## src/rtl/serial_ctl_pkg.sv

```systemverilog
package serial_ctl_pkg;

  typedef enum logic [1:0] {
    DIV_ONE  = 2'b00,
    DIV_MID  = 2'b01,
    DIV_HI   = 2'b10,
    DIV_MRST = 2'b11
  } div_e;

  typedef enum logic [1:0] {
    TXC_QUIET  = 2'b00,
    TXC_IRQ    = 2'b01,
    TXC_RTS_HI = 2'b10,
    TXC_BREAK  = 2'b11
  } txc_e;

  typedef struct packed {
    logic d8;
    logic par_en;
    logic par_odd;
    logic two_stop;
  } fmt_t;

  function automatic fmt_t fmt_decode(input logic [2:0] code);
    fmt_t f;
    unique case (code)
      3'b000:  f = '{d8: 1'b0, par_en: 1'b1, par_odd: 1'b0, two_stop: 1'b1};
      3'b001:  f = '{d8: 1'b0, par_en: 1'b1, par_odd: 1'b1, two_stop: 1'b1};
      3'b010:  f = '{d8: 1'b0, par_en: 1'b1, par_odd: 1'b0, two_stop: 1'b0};
      3'b011:  f = '{d8: 1'b0, par_en: 1'b1, par_odd: 1'b1, two_stop: 1'b0};
      3'b100:  f = '{d8: 1'b1, par_en: 1'b0, par_odd: 1'b0, two_stop: 1'b1};
      3'b101:  f = '{d8: 1'b1, par_en: 1'b0, par_odd: 1'b0, two_stop: 1'b0};
      3'b110:  f = '{d8: 1'b1, par_en: 1'b1, par_odd: 1'b0, two_stop: 1'b0};
      default: f = '{d8: 1'b1, par_en: 1'b1, par_odd: 1'b1, two_stop: 1'b0};
    endcase
    return f;
  endfunction

  // start + data + parity + stops
  function automatic logic [3:0] frame_len(input fmt_t f);
    return 4'd1 + (f.d8 ? 4'd8 : 4'd7) + {3'd0, f.par_en} + (f.two_stop ? 4'd2 : 4'd1);
  endfunction

endpackage

```

## src/rtl/serial_ctl_tx.sv

```systemverilog
module serial_ctl_tx
  import serial_ctl_pkg::*;
#(
  parameter int CW = 6
) (
  input  logic          clk_i,
  input  logic          rst_ni,
  input  logic          clr_i,
  input  logic          tick_i,
  input  logic [CW-1:0] per_m1_i,
  input  fmt_t          fmt_i,
  input  logic          wr_i,
  input  logic [7:0]    wdata_i,
  input  logic          cts_i,
  output logic          hold_full_o,
  output logic          busy_o,
  output logic          line_o
);

  logic [7:0]    hold_q;
  logic          hold_full_q, busy_q;
  logic [11:0]   sh_q, frame;
  logic [3:0]    left_q;
  logic [CW-1:0] cnt_q;
  logic          par, start;

  always_comb begin
    par   = (^(hold_q & (fmt_i.d8 ? 8'hFF : 8'h7F))) ^ fmt_i.par_odd;
    frame = '1;
    frame[0] = 1'b0;
    for (int i = 0; i < 8; i++)
      if (i < 7 || fmt_i.d8) frame[i+1] = hold_q[i];
    if (fmt_i.par_en) begin
      if (fmt_i.d8) frame[9] = par;
      else          frame[8] = par;
    end
  end

  assign start = tick_i && !busy_q && hold_full_q && !cts_i && !clr_i;

  always_ff @(posedge clk_i or negedge rst_ni) begin
    if (!rst_ni) begin
      hold_q      <= '0;
      hold_full_q <= 1'b0;
      busy_q      <= 1'b0;
      sh_q        <= '1;
      left_q      <= '0;
      cnt_q       <= '0;
    end else if (clr_i) begin
      hold_full_q <= 1'b0;
      busy_q      <= 1'b0;
      sh_q        <= '1;
      left_q      <= '0;
      cnt_q       <= '0;
    end else begin
      if (start) begin
        sh_q        <= frame;
        busy_q      <= 1'b1;
        left_q      <= frame_len(fmt_i);
        cnt_q       <= '0;
        hold_full_q <= 1'b0;
      end else if (busy_q && tick_i) begin
        if (cnt_q == per_m1_i) begin
          cnt_q  <= '0;
          sh_q   <= {1'b1, sh_q[11:1]};
          left_q <= left_q - 4'd1;
          if (left_q == 4'd1) busy_q <= 1'b0;
        end else begin
          cnt_q <= cnt_q + 1'b1;
        end
      end
      if (wr_i) begin
        hold_q      <= wdata_i;
        hold_full_q <= 1'b1;
      end
    end
  end

  assign hold_full_o = hold_full_q;
  assign busy_o      = busy_q;
  assign line_o      = sh_q[0];

  AST_START_NEEDS_CTS: assert property (@(posedge clk_i) disable iff (!rst_ni)
    $rose(busy_q) |-> $past(!cts_i && hold_full_q));
  AST_START_BIT_LOW: assert property (@(posedge clk_i) disable iff (!rst_ni)
    $rose(busy_q) |-> !line_o);

endmodule

```

## src/rtl/serial_ctl_rx.sv

```systemverilog
module serial_ctl_rx
  import serial_ctl_pkg::*;
#(
  parameter int CW = 6
) (
  input  logic          clk_i,
  input  logic          rst_ni,
  input  logic          clr_i,
  input  logic          tick_i,
  input  logic [CW-1:0] per_m1_i,
  input  logic [CW-1:0] half_m1_i,
  input  logic          div1_i,
  input  fmt_t          fmt_i,
  input  logic          rxd_i,
  input  logic          rd_clr_i,
  output logic [7:0]    data_o,
  output logic          rdrf_o,
  output logic          ovr_o,
  output logic          fe_o,
  output logic          pe_o
);

  typedef enum logic [1:0] {RX_IDLE, RX_START, RX_BITS} rx_state_e;

  rx_state_e     state_q;
  logic [1:0]    sync_q;
  logic          rx_s;
  logic [CW-1:0] cnt_q;
  logic [3:0]    idx_q, dbits;
  logic [7:0]    shd_q, data_q;
  logic          par_q, rdrf_q, ovr_q, fe_q, pe_q;
  logic          samp, is_stop, done, exp_par;

  assign rx_s    = sync_q[1];
  assign dbits   = fmt_i.d8 ? 4'd8 : 4'd7;
  assign is_stop = idx_q == (dbits + {3'd0, fmt_i.par_en});
  assign samp    = state_q == RX_BITS && tick_i && cnt_q == per_m1_i;
  assign done    = samp && is_stop;
  assign exp_par = (^shd_q) ^ fmt_i.par_odd;

  always_ff @(posedge clk_i or negedge rst_ni) begin
    if (!rst_ni) begin
      sync_q  <= 2'b11;
      state_q <= RX_IDLE;
      cnt_q   <= '0;
      idx_q   <= '0;
      shd_q   <= '0;
      data_q  <= '0;
      par_q   <= 1'b0;
      rdrf_q  <= 1'b0;
      ovr_q   <= 1'b0;
      fe_q    <= 1'b0;
      pe_q    <= 1'b0;
    end else begin
      sync_q <= {sync_q[0], rxd_i};
      if (clr_i) begin
        state_q <= RX_IDLE;
        cnt_q   <= '0;
        rdrf_q  <= 1'b0;
        ovr_q   <= 1'b0;
        fe_q    <= 1'b0;
        pe_q    <= 1'b0;
      end else begin
        if (rd_clr_i) begin
          rdrf_q <= 1'b0;
          ovr_q  <= 1'b0;
          fe_q   <= 1'b0;
          pe_q   <= 1'b0;
        end
        unique case (state_q)
          RX_IDLE: if (tick_i && !rx_s) begin
            cnt_q   <= '0;
            idx_q   <= '0;
            shd_q   <= '0;
            state_q <= div1_i ? RX_BITS : RX_START;
          end
          RX_START: if (tick_i) begin
            if (cnt_q == half_m1_i) begin
              cnt_q   <= '0;
              state_q <= rx_s ? RX_IDLE : RX_BITS;  // high at mid-bit: noise
            end else begin
              cnt_q <= cnt_q + 1'b1;
            end
          end
          default: if (tick_i) begin
            if (samp) begin
              cnt_q <= '0;
              idx_q <= idx_q + 4'd1;
              if (idx_q < dbits) shd_q[idx_q[2:0]] <= rx_s;
              else if (!is_stop) par_q <= rx_s;
              else begin
                state_q <= RX_IDLE;
                if (rdrf_q && !rd_clr_i) ovr_q <= 1'b1;
                else begin
                  data_q <= shd_q;
                  rdrf_q <= 1'b1;
                  ovr_q  <= 1'b0;
                  fe_q   <= !rx_s;
                  pe_q   <= fmt_i.par_en && (par_q != exp_par);
                end
              end
            end else begin
              cnt_q <= cnt_q + 1'b1;
            end
          end
        endcase
      end
    end
  end

  assign data_o = data_q;
  assign rdrf_o = rdrf_q;
  assign ovr_o  = ovr_q;
  assign fe_o   = fe_q;
  assign pe_o   = pe_q;

  AST_OVR_NEEDS_FULL: assert property (@(posedge clk_i) disable iff (!rst_ni)
    $rose(ovr_q) |-> $past(rdrf_q));
  AST_READ_CLEARS: assert property (@(posedge clk_i) disable iff (!rst_ni)
    (rd_clr_i && !clr_i && !done) |=> (!rdrf_q && !ovr_q && !fe_q && !pe_q));

endmodule

```

## src/rtl/serial_ctl.sv

```systemverilog
module serial_ctl
  import serial_ctl_pkg::*;
#(
  parameter int MID_RATIO = 16,
  parameter int HI_RATIO  = 64
) (
  input  logic       clk_i,
  input  logic       rst_ni,
  input  logic       sel_i,
  input  logic       wr_i,
  input  logic       rd_i,
  input  logic [7:0] wdata_i,
  output logic [7:0] rdata_o,
  input  logic       rate_tick_i,
  output logic       txd_o,
  input  logic       rxd_i,
  output logic       rts_o,
  input  logic       cts_i,
  input  logic       dcd_i,
  output logic       irq_o
);

  localparam int CW = $clog2(HI_RATIO);
  localparam logic [CW-1:0] MID_M1  = CW'(MID_RATIO - 1);
  localparam logic [CW-1:0] HI_M1   = CW'(HI_RATIO - 1);
  localparam logic [CW-1:0] MID_H1  = CW'(MID_RATIO / 2 - 1);
  localparam logic [CW-1:0] HI_H1   = CW'(HI_RATIO / 2 - 1);

  logic [7:0]    ctrl_q, rx_data, status;
  div_e          div;
  txc_e          txc;
  fmt_t          fmt;
  logic          mreset, tdre, tx_busy, tx_full, tx_line;
  logic          rdrf, ovr, fe, pe;
  logic [CW-1:0] per_m1, half_m1;

  always_ff @(posedge clk_i or negedge rst_ni) begin
    if (!rst_ni)               ctrl_q <= {6'd0, DIV_MRST};
    else if (wr_i && !sel_i)   ctrl_q <= wdata_i;
  end

  assign div    = div_e'(ctrl_q[1:0]);
  assign fmt    = fmt_decode(ctrl_q[4:2]);
  assign txc    = txc_e'(ctrl_q[6:5]);
  assign mreset = div == DIV_MRST;

  always_comb begin
    unique case (div)
      DIV_MID: begin per_m1 = MID_M1; half_m1 = MID_H1; end
      DIV_HI:  begin per_m1 = HI_M1;  half_m1 = HI_H1;  end
      default: begin per_m1 = '0;     half_m1 = '0;     end
    endcase
  end

  serial_ctl_tx #(.CW(CW)) u_tx (
    .clk_i       (clk_i),
    .rst_ni      (rst_ni),
    .clr_i       (mreset),
    .tick_i      (rate_tick_i),
    .per_m1_i    (per_m1),
    .fmt_i       (fmt),
    .wr_i        (wr_i && sel_i && !mreset),
    .wdata_i     (wdata_i),
    .cts_i       (cts_i),
    .hold_full_o (tx_full),
    .busy_o      (tx_busy),
    .line_o      (tx_line)
  );

  serial_ctl_rx #(.CW(CW)) u_rx (
    .clk_i     (clk_i),
    .rst_ni    (rst_ni),
    .clr_i     (mreset),
    .tick_i    (rate_tick_i),
    .per_m1_i  (per_m1),
    .half_m1_i (half_m1),
    .div1_i    (div == DIV_ONE),
    .fmt_i     (fmt),
    .rxd_i     (rxd_i),
    .rd_clr_i  (rd_i && sel_i),
    .data_o    (rx_data),
    .rdrf_o    (rdrf),
    .ovr_o     (ovr),
    .fe_o      (fe),
    .pe_o      (pe)
  );

  assign tdre    = !tx_full && !cts_i && !mreset;
  assign irq_o   = (ctrl_q[7] && (rdrf || ovr)) || (txc == TXC_IRQ && tdre);
  assign status  = {irq_o, pe, ovr, fe, cts_i, dcd_i, tdre, rdrf};
  assign rdata_o = sel_i ? rx_data : status;
  assign rts_o   = txc == TXC_RTS_HI;
  assign txd_o   = mreset ? 1'b1 : (txc == TXC_BREAK ? 1'b0 : tx_line);

  AST_MRST_IDLE: assert property (@(posedge clk_i) disable iff (!rst_ni)
    (mreset && $past(mreset)) |-> (!tx_busy && !rdrf && !tx_full));

endmodule

```

## config.mk

```make
export PLATFORM = sky130hd
export DESIGN_NAME = serial_ctl
export DESIGN_NICKNAME = d
export VERILOG_FILES = /design/src/rtl/serial_ctl_pkg.sv /design/src/rtl/serial_ctl_tx.sv /design/src/rtl/serial_ctl_rx.sv /design/src/rtl/serial_ctl.sv
export SDC_FILE = /design/constraint.sdc
export NUM_CORES = 1
export LEC_CHECK = 0
export BUFFER_PORTS_ARGS = -buffer_cell sky130_fd_sc_hd__buf_2
export CAP_MARGIN = 10
export CORE_MARGIN = 5
export CORE_UTILIZATION = 39
export DETAILED_ROUTE_END_ITERATION = 8
export GPL_ROUTABILITY_DRIVEN = 1
export PLACE_DENSITY = 0.55
export SLEW_MARGIN = 20
export SYNTH_ARGS = -nofsm -noshare
export SYNTH_HDL_FRONTEND = slang
export SYNTH_SLANG_ARGS = --single-unit
```

## constraint.sdc

```tcl
create_clock -name clk_i -period 4.3 [get_ports clk_i]
set_input_delay 0.215 -clock clk_i [delete_from_list [all_inputs] [get_ports clk_i]]
set_output_delay 0.215 -clock clk_i [all_outputs]
set_load 0.1 [all_outputs]
```

# Word-level counts from Yosys, hierarchy flattened
# Index checks and enable logic that the tools add are counted.
# W data, S select, Z words.
[word_totals] input_bits=17 output_inout_bits=11 reg_bits=75 elab_cells=211
[classes] add_sub_neg=8 n_lt_le_gt_ge=3 n_eq_ne=25 reduce_logical=53 n_mux=95 bitwise=9
[ops] op="$mux W6" count=10
[ops] op="$mux W12" count=4
[ops] op="$mux W8" count=6
[ops] op="$mux W1" count=46
[ops] op="$mux W4" count=8
[ops] op="$pmux W4 S7" count=1
[ops] op="$mux W2" count=12
[ops] op="$pmux W6 S2" count=2
[ops] op="$logic_and A1 B1 Y1" count=19
[ops] op="$pmux W8 S2" count=1
[ops] op="$reduce_xor A8 Y1" count=2
[ops] op="$reduce_bool A3 Y1" count=5
[ops] op="$reduce_and A7 Y1" count=2
[ops] op="$add A6 B1 Y6 const B" count=2
[ops] op="$eq A6 B6 Y1" count=2
[ops] op="$reduce_and A6 Y1" count=2
[ops] op="$eq A2 B2 Y1 const B" count=5
[ops] op="$pmux W5 S2" count=1
[ops] op="$eq A3 B3 Y1 const B" count=3
[ops] op="$add A4 B1 Y4" count=2
[ops] op="$and A8 B8 Y8" count=1
[ops] op="$bwmux W8" count=1
[ops] op="$pmux W4 S2" count=1
[ops] op="$reduce_bool A4 Y1" count=2
[ops] op="other kinds (31)" count=53

# Longest topological paths before layout
# Gate-level depths: netlist of the first run.
[logic_depth] ltp_word=12 depth_mapped=8 depth_no_buf=7

# Modules after synthesis
# A second synthesis of the first run with hierarchy kept.
[unflattened] hier_cells=414 hier_area_um2=4365.4
[by_module_without_submodules] module="serial_ctl_rx" instances=1 seq_area_each_um2=878.3 area_each_um2=2100.8 cells_each=203
[by_module_without_submodules] module="serial_ctl_tx" instances=1 seq_area_each_um2=763.2 area_each_um2=1736.7 cells_each=162
[by_module_without_submodules] module="serial_ctl" instances=1 seq_area_each_um2=202.7 area_each_um2=528.0 cells_each=49

# Worst setup path after synthesis of the first run
# OpenSTA, ideal clock, no wires.
[synth_path] path_type="reg2out" start="reg ctrl_q[0]" end="out rdata_o[7]" arrival_time_ns=4.083 required_ns=4.085 path_stages_with_launch=6 path_buffers=1 setup_slack_ns=0.002 path_cell_list="dfstp_2 > ha_1 > clkbuf_1 > or3_1 > o21ai_0 > mux2_2"
[synth_between] elab_chain_len=6
[synth_rtl] item="start, declared" line_no="serial_ctl.sv:29" rtl="logic [7:0] ctrl_q, rx_data, status;"
[synth_rtl] item="start signal, assigned" line_no="serial_ctl.sv:38" rtl="if (!rst_ni) ctrl_q <= {6'd0, DIV_MRST};"
[synth_rtl] item="start signal, assigned" line_no="serial_ctl.sv:39" rtl="else if (wr_i && !sel_i) ctrl_q <= wdata_i;"
[synth_rtl] item="$eq A2 B2 Y1" line_no="serial_ctl.sv:45" rtl="assign mreset = div == DIV_MRST;"
[synth_rtl] item="$logic_not A1 Y1" line_no="serial_ctl.sv:88" rtl="assign tdre = !tx_full && !cts_i && !mreset;"
[synth_rtl] item="$logic_and A1 B1 Y1" line_no="serial_ctl.sv:88"
[synth_rtl] item="$logic_and A1 B1 Y1" line_no="serial_ctl.sv:89" rtl="assign irq_o = (ctrl_q[7] && (rdrf || ovr)) || (txc == TXC_IRQ && tdre);"
[synth_rtl] item="$logic_or A1 B1 Y1" line_no="serial_ctl.sv:89"
[synth_rtl] item="named net irq_o" line_no="serial_ctl.sv:20" rtl="output logic irq_o"
[synth_rtl] item="$mux W8" line_no="serial_ctl.sv:91" rtl="assign rdata_o = sel_i ? rx_data : status;"
[synth_rtl] item="end, declared" line_no="serial_ctl.sv:13" rtl="output logic [7:0] rdata_o,"
# The timed path passes the listed nets, and every way through them passes these cells.

# Worst setup path after layout of the first run
[layout_path] start="reg ctrl_q[0]" end="reg u_rx.data_q[3], in the netlist u_rx.data_o[3]"
[layout_between] elab_chain_len=5 elab_cells_between_ends=8 cone_classes="eq/ne (4); mux (1); bitwise (1); reduce/logical (2)"
[layout_rtl] item="$eq A2 B2 Y1 / $eq A2 B1 Y1 (equally long branches)" line_no="serial_ctl.sv:48" rtl="unique case (div)"
[layout_rtl] item="$pmux W6 S2" line_no="serial_ctl.sv:48"
[layout_rtl] item="$eq A6 B6 Y1" line_no="serial_ctl_rx.sv:37" rtl="assign samp = state_q == RX_BITS && tick_i && cnt_q == per_m1_i;"
[layout_rtl] item="$logic_and A1 B1 Y1" line_no="serial_ctl_rx.sv:37"
[layout_rtl] item="$reduce_and A7 Y1 (no line) *"
[layout_rtl] item="end signal, assigned" line_no="serial_ctl_rx.sv:95" rtl="data_q <= shd_q;"
[layout_rtl] item="end, declared" line_no="serial_ctl_rx.sv:30" rtl="logic [7:0] shd_q, data_q;"
# Every way passes the cells marked *; elsewhere a longest branch is shown, timed or not.
# A chain may end at the register's enable or synchronous reset.

==> flow_metrics.py, run 1 <==
metrics = {
    "status": {
        "outcome": "finished with violations",
        "violations": "negative hold slack",
    },
    "logic_synthesis": {
        "async_flop_share": 1.000,
        "synth_top_cell_by_area": "dfrtp_1",
        "ys_ff_latch": 73,
        "synthMuxAreaShare": 0.08847,
        "yosys_warnings": 0,
        "yosysTopAreaCellShare": 0.3551,
        "yosys-top-cells-area": "dfrtp_1, dfstp_2, mux2_2",
        "synth_top_family_by_area": "simple AND/OR/NAND/NOR gates",
        "synth_edf_count": 0,
        "postSynthNetCount": 459,
        "postSynthCellCount": 432,
        "synth-compound-area-share": 0.1610,
        "yosysSeqAreaShare": 0.4436,
        "synth_fa_ha_area_frac": 0.03009,
        "ys.flop_type": "dfrtp_1",
        "netlist-cell-type-count": 59,
        "synthXorXnorAreaFrac": 0.04664,
        "synth_area_per_cell_um2": 9.624,
        "synthSimpleGateAreaFrac": 0.1905,
        "netlist_area_um2": 4158,
    },
    "routing": {
        "wire_per_inst_um": 16.93,
        "antenna_left": 0,
        "first_iter_violations": 191,
        "postRouteWirelength_um": 10050,
        "drc": 0,
        "firstDrtPassIters": 4,
        "num_vias": 3285,
        "viasPerCell": 5.530,
    },
    "power_and_ir_drop": {
        "swShare": 0.3847,
        "p_per_area_nw_per_um2": 574.6,
        "p_int_uw": 1634,
        "vdd_drop_max_mv": 0.3146,
        "clkPwrFrac": 0.214,
        "power.share.sequential": 0.404,
        "combPwrFrac": 0.381,
        "leakage_uw": 0.002046,
        "p_switching_uw": 1021,
    },
    "clock_tree": {
        "cts.sinks": 73,
        "cts-root-buf": "clkbuf_8",
        "clockBufferDepth": 2,
        "cts_inserted_buffers": 9,
        "htreeDepth": 3,
        "post-cts-setup-buffer-count": 0,
        "path_clk_slew_ns": 0.08,
        "cts-resized-gates": 0,
        "cts_tree": "built",
        "clkLatencyLatePin_ns": 0.36,
        "hold_buffers": 1,
    },
    "cells_and_area": {
        "area_delta_synth_final_pct": 11.13,
        "final_layout_size_suffix_gt1_frac": 0.2293,
        "antennaDiodeCount": 0,
        "fin_util": 0.4456,
        "ff_latch_area_um2": 1844,
        "final_common_cell": "dfrtp_1",
        "layoutNonFillerInstCount": 594,
        "multi_input_area_um2": 2151,
        "design_area_um2": 4621,
        "fin_nets": 480,
        "fillers": 1005,
        "final_cell_mix": "dfrtp_1, nand2_1, o21ai_0",
    },
    "die": {
        "core_region_area_um2": 10370,
        "ios": 28,
        "die_y_um": 113.3,
        "initial_utilization": 0.4009,
        "die_x_um": 113.3,
        "die_area_um2": 12830,
        "rows": 37,
    },
    "global_route": {
        "antenna_found_initial": 0,
        "grt_max_degree": 74,
        "track_usage": 0.1635,
        "grt_pass1_vias": 3333,
        "grt_overflow_total": 0,
        "grt_first_pass_wirelength_um": 16820,
    },
    "timing": {
        "whs_ns": -0.004234,
        "slew_violations": 0,
        "setup_viol_count_final": 0,
        "finalCritPeriodShare": 0.6814,
        "period_minus_slack_ns": 2.930,
        "achievable-frequency_mhz": 341.3,
        "max-slew-margin-rel": 0.3667,
        "final.setup.tns_ns": 0,
        "worst_pin_slew_ns": 0.9499,
        "rsz0062_at_grt": "no",
        "hold_violations": 3,
        "clock_skew_ns": 0.006951,
    },
    "setup_path": {
        "reg2reg_depth": 7,
        "cp_max_fo": 8,
        "required_ns": 4.54,
        "critPathArrivalTime_ns": 3.17,
        "worstSetupEndpointType": "flop",
        "r2r-end": "u_rx.data_o[3]",
        "rrSetupSlack_ns": 1.37,
        "crit_end": "u_rx.data_o[3]",
        "worstSetupPathType": "reg2reg",
        "r2r-start": "ctrl_q[0]",
        "critPathLaunch": "ctrl_q[0]",
        "start_kind": "flop",
    },
    "place": {
        "dpl.hpwl_um": 7100,
        "dpl-instance-area_um2": 4404,
        "gp_congestion": 0.7635,
        "numPortBuffers": 27,
        "place_inst": 577,
    },
    "min_path": {
        "hp-class": "in2async",
    },
    "job": {
        "drv_cap": 0,
    },
}
-- worst min path at each step --
stage | start | endpoint | slack (ns) | depth (start not counted)
after detailed placement | rxd_i | u_rx.sync_q[0] | 0.32 | 1
after CTS | rst_ni | u_rx.cnt_q[5] | 0.04 | 1
after global routing | rst_ni | u_rx.cnt_q[5] | 0.07 | 1
after floorplan | rst_ni | ctrl_q[2] | -0.08 | 0
final | rst_ni | u_rx.cnt_q[3] | -0.004 | 1
after global placement | rxd_i | u_rx.sync_q[0] | 0.32 | 1
-- cells by family (layout without fill, tap and decap cells) --
family	Yosys count	count (layout)
muxes	33	33
DFF	73	73
buffers and inverters	43	69
adders and majority gates	10	10
xor gates and xnor gates	19	19
AOI/OAI and AO/OA	108	108
and+or+nand+nor	146	146
-- worst max-delay path, stage by stage (launching register included) --
cell     delay (ns)
dfstp_2        0.54
inv_1          0.07
ha_1           0.36
or4_4          0.46
a21oi_2        0.24
nand3_2        0.16
nor4_4         0.57
mux2_2         0.41
-- Yosys cell counts, types with 6 or more instances --
master,n
and3_1,6
clkbuf_1,19
nor3_1,11
nand2_1,50
xnor2_1,11
inv_1,23
mux2_2,30
nor2_1,19
o21ai_0,50
dfstp_2,14
a21oi_1,13
ha_1,10
nor2b_1,10
dfrtp_1,59
nand3_1,15
xor2_1,6
-- power by group through the flow --
| stage | combinational (uW) | sequential [uW] | clock (uW) |
|---|---|---|---|
| 2_1_floorplan | 841 | 1010 | 0 |
| 3_3_place_gp | 993 | 1080 | 0 |
| 3_5_place_dp | 1010 | 1080 | 0 |
| 4_1_cts | 1020 | 1070 | 591 |
| 5_1_grt | 1130 | 1100 | 620 |
| 6_report | 1010 | 1070 | 569 |
-- sequential cells by signal, summed over array words and instances, names as in the netlist, 4 cells and up --
name         cells
ctrl_q           8
u_rx.cnt_q       6
u_tx.sh_q       10
u_rx.idx_q       4
u_tx.hold_q      8
u_tx.left_q      4
u_tx.cnt_q       6
u_rx.data_o      8
u_rx.shd_q       8
-- metrics by stage --
| step | hold slack [ns] | worst slack [ns] | power, uW |
|---|---|---|---|
| after CTS | 0.03564 | 1.348 | 2684 |
| after global routing | 0.07347 | 1.186 | 2857 |
| after detailed placement | 0.3233 | 1.384 | 2094 |
| after global placement | 0.3233 | 1.449 | 2072 |
| after floorplan | -0.08059 | 0.001577 | 1850 |
| final | -0.004234 | 1.370 | 2655 |
-- layer usage --
| layer | vias to the layer above | GRT usage | wire length, um |
|---|---|---|---|
| li1 | 1592 | - | - |
| met1 | 1639 | 0.2186 | 4705 |
| met2 | 39 | 0.2603 | 4877 |
| met3 | 15 | 0.03797 | 307 |
| met4 | 0 | 0.05689 | 163 |
| met5 | - | 0 | 0 |
-- cell type report --
| class | instances | share of cell area |
|---|---|---|
| repair buffers | 30 | 0.03520 |
| well taps | 136 | 0.03683 |
| multi-input cells | 316 | 0.4655 |
| clock buffers | 12 | 0.03358 |
| inverters | 23 | 0.01868 |
| clock inverters | 4 | 0.01110 |
| flip-flops and latches | 73 | 0.3991 |
Note: power is estimated with default switching activity, not from simulation.
==> run 2: changes to the inputs <==
- clock period: 4.3 -> 3.05 ns (I/O delays scaled with it)
==> run 2 against run 1 <==
  * The flow now finishes without violations
  * Via count decreased by 0.85%
  * Design area increased by 1.1%
  * Die area unchanged
  * Utilization increased by 0.51 points
  * First-iteration DRC count increased by 14%
  * Sequential cell count unchanged
  * Critical endpoint is now u_rx.cnt_q[5]
  * Highest routed layer unchanged
==> flow_metrics.py, run 2 (synthesis gave the netlist of run 1 again) <==
metrics = {
    "global_route": {
        "grt_max_degree": 74,
        "grt_pass1_vias": 3160,
        "grt_overflow_total": 0,
        "antenna_found_initial": 0,
        "grt_first_pass_wirelength_um": 16190,
        "track_usage": 0.1568,
    },
    "cells_and_area": {
        "fin_util": 0.4507,
        "regMostFlops": "u_tx.sh_q",
        "antennaDiodeCount": 0,
        "final_layout_size_suffix_gt1_frac": 0.2409,
        "final_cell_mix": "dfrtp_1, nand2_1, o21ai_0",
        "final_common_cell": "dfrtp_1",
        "area_delta_synth_final_pct": 12.40,
        "fin_nets": 487,
        "largest_register_ffs": 10,
        "fillers": 1029,
    },
    "clock_tree": {
        "cts_inserted_buffers": 9,
        "cts.sinks": 73,
        "post-cts-setup-buffer-count": 0,
        "path_clk_slew_ns": 0.08,
        "htreeDepth": 3,
        "cts_tree": "built",
        "cts-root-buf": "clkbuf_8",
        "clockBufferDepth": 2,
        "clkLatencyLatePin_ns": 0.36,
    },
    "die": {
        "initial_utilization": 0.4009,
        "rows": 37,
        "die_area_um2": 12830,
        "die_x_um": 113.3,
        "ios": 28,
        "die_y_um": 113.3,
        "core_region_area_um2": 10370,
    },
    "place": {
        "gp_congestion": 0.8150,
        "dpl.hpwl_um": 6827,
        "numPortBuffers": 27,
    },
    "routing": {
        "wire_per_inst_um": 15.96,
        "viasPerCell": 5.419,
        "firstDrtPassIters": 6,
        "postRouteWirelength_um": 9589,
        "antenna_left": 0,
        "num_vias": 3257,
        "first_iter_violations": 217,
        "drc": 0,
    },
    "setup_path": {
        "required_ns": 3.28,
        "crit_top_cell": "o21ai_0",
        "worstSetupPathType": "reg2reg",
        "cpPeakStageDelay_ns": 0.55,
        "worstPathCellList": "inv_1 > ha_1 > or4_4 > a2111oi_1 > nor3_1 > o21ai_0 > o21ai_0",
        "start_kind": "flop",
        "cp_max_fo": 5,
        "worstSetupEndpointType": "flop",
        "crit_slowest_cell": "a2111oi_1",
        "critPathArrivalTime_ns": 3.07,
    },
    "power_and_ir_drop": {
        "p_per_area_nw_per_um2": 794.6,
        "vdd_drop_max_mv": 0.4121,
        "power.total_uw": 3713,
        "leakage_uw": 0.002077,
    },
    "timing": {
        "max-slew-margin-rel": 0.3779,
        "slew_violations": 0,
        "worst_pin_slew_ns": 0.9332,
        "rsz0062_at_grt": "no",
        "clock_skew_ns": 0.01022,
        "period_minus_slack_ns": 2.839,
        "achievable-frequency_mhz": 352.3,
        "finalCritPeriodShare": 0.9308,
        "final.setup.tns_ns": 0,
        "hold_violations": 0,
        "setup_viol_count_final": 0,
    },
    "min_path": {
        "hp-class": "in2reg",
    },
    "status": {
        "outcome": "finished, final reports clean",
    },
    "job": {
        "drv_cap": 0,
    },
}
run 2: changes by cell type in the layout (fill, tap and decap cells not counted), sizes merged:
cell         change
buf              +6
clkinv           +1
dlygate4sd3      +1
clkbuf           -3
inv              +2
run 2: path summary, 6_finish.rpt:
path / start / end / slack (ns) / cells after the start
worst min-delay path: wdata_i[6] / u_tx.hold_q[6] / 0.04 / 2
worst max register to register: ctrl_q[0] / u_rx.cnt_q[5] / 0.21 / 7
max in group asynchronous: rst_ni / u_rx.fe_o / 1.98 / 2
worst max-delay path: ctrl_q[0] / u_rx.cnt_q[5] / 0.21 / 7
worst min register to register: u_rx.sync_q[0] / u_rx.sync_q[1] / 0.36 / 0
min in group asynchronous: rst_ni / u_rx.cnt_q[5] / 0.47 / 2
run 2: area by class of cell:
cell class                      instances  area (um2)  share of cell area
Clock buffer                            9       123.9             0.02651
Tap cell                              136       170.2             0.03641
Sequential cell                        73        1844              0.3946
Clock inverter                          7       77.57             0.01660
Timing Repair Buffer                   37       217.7             0.04659
Multi-Input combinational cell        316        2153              0.4608
Inverter                               23       86.33             0.01847
run 2: worst max-delay path, delay by kind of cell, from the launching register on:
family,cells,cell delay (ns)
adders and majority gates,1,0.36
DFF,1,0.54
AOI/OAI and AO/OA,3,1.12
buffers and inverters,1,0.06
and+or+nand+nor,2,0.64
run 2: report_power, final:
part | leakage [uW] | switching, uW | internal, uW | total, uW
combinational | 0.00109 | 785 | 649 | 1430
clock | 0.000100 | 396 | 384 | 780
sequential | 0.000892 | 252 | 1250 | 1500
run 2: routing by layer:
layer | GRT usage | wire (um) | up-vias
li1 | - | - | 1608
met1 | 0.2135 | 4568 | 1570
met2 | 0.2492 | 4548 | 69
met3 | 0.03476 | 354 | 10
met4 | 0.04968 | 118 | 0
met5 | 0 | 0 | -
run 2: per-stage QoR:
| step | hold WS [ns] | instance area, um2 | cells | worst slack (ns) |
|---|---|---|---|---|
| 2_1_floorplan | -0.1431 | 4161 | 432 | 0.2677 |
| 3_3_place_gp | 0.2622 | 4451 | 583 | 0.2702 |
| 3_5_place_dp | 0.2667 | 4451 | 583 | 0.1201 |
| 4_1_cts | 0.01714 | 4672 | 601 | 0.09960 |
| 5_1_grt | 0.01823 | 4673 | 601 | 0.04065 |
| 6_report | 0.04062 | 4673 | 601 | 0.2112 |
run 2: repair_timing:
item,CTS,global route
setup endpoints to repair,0,4
endpoints found under the hold margin,60,0
hold buffers,2,0
resized for setup,0,1
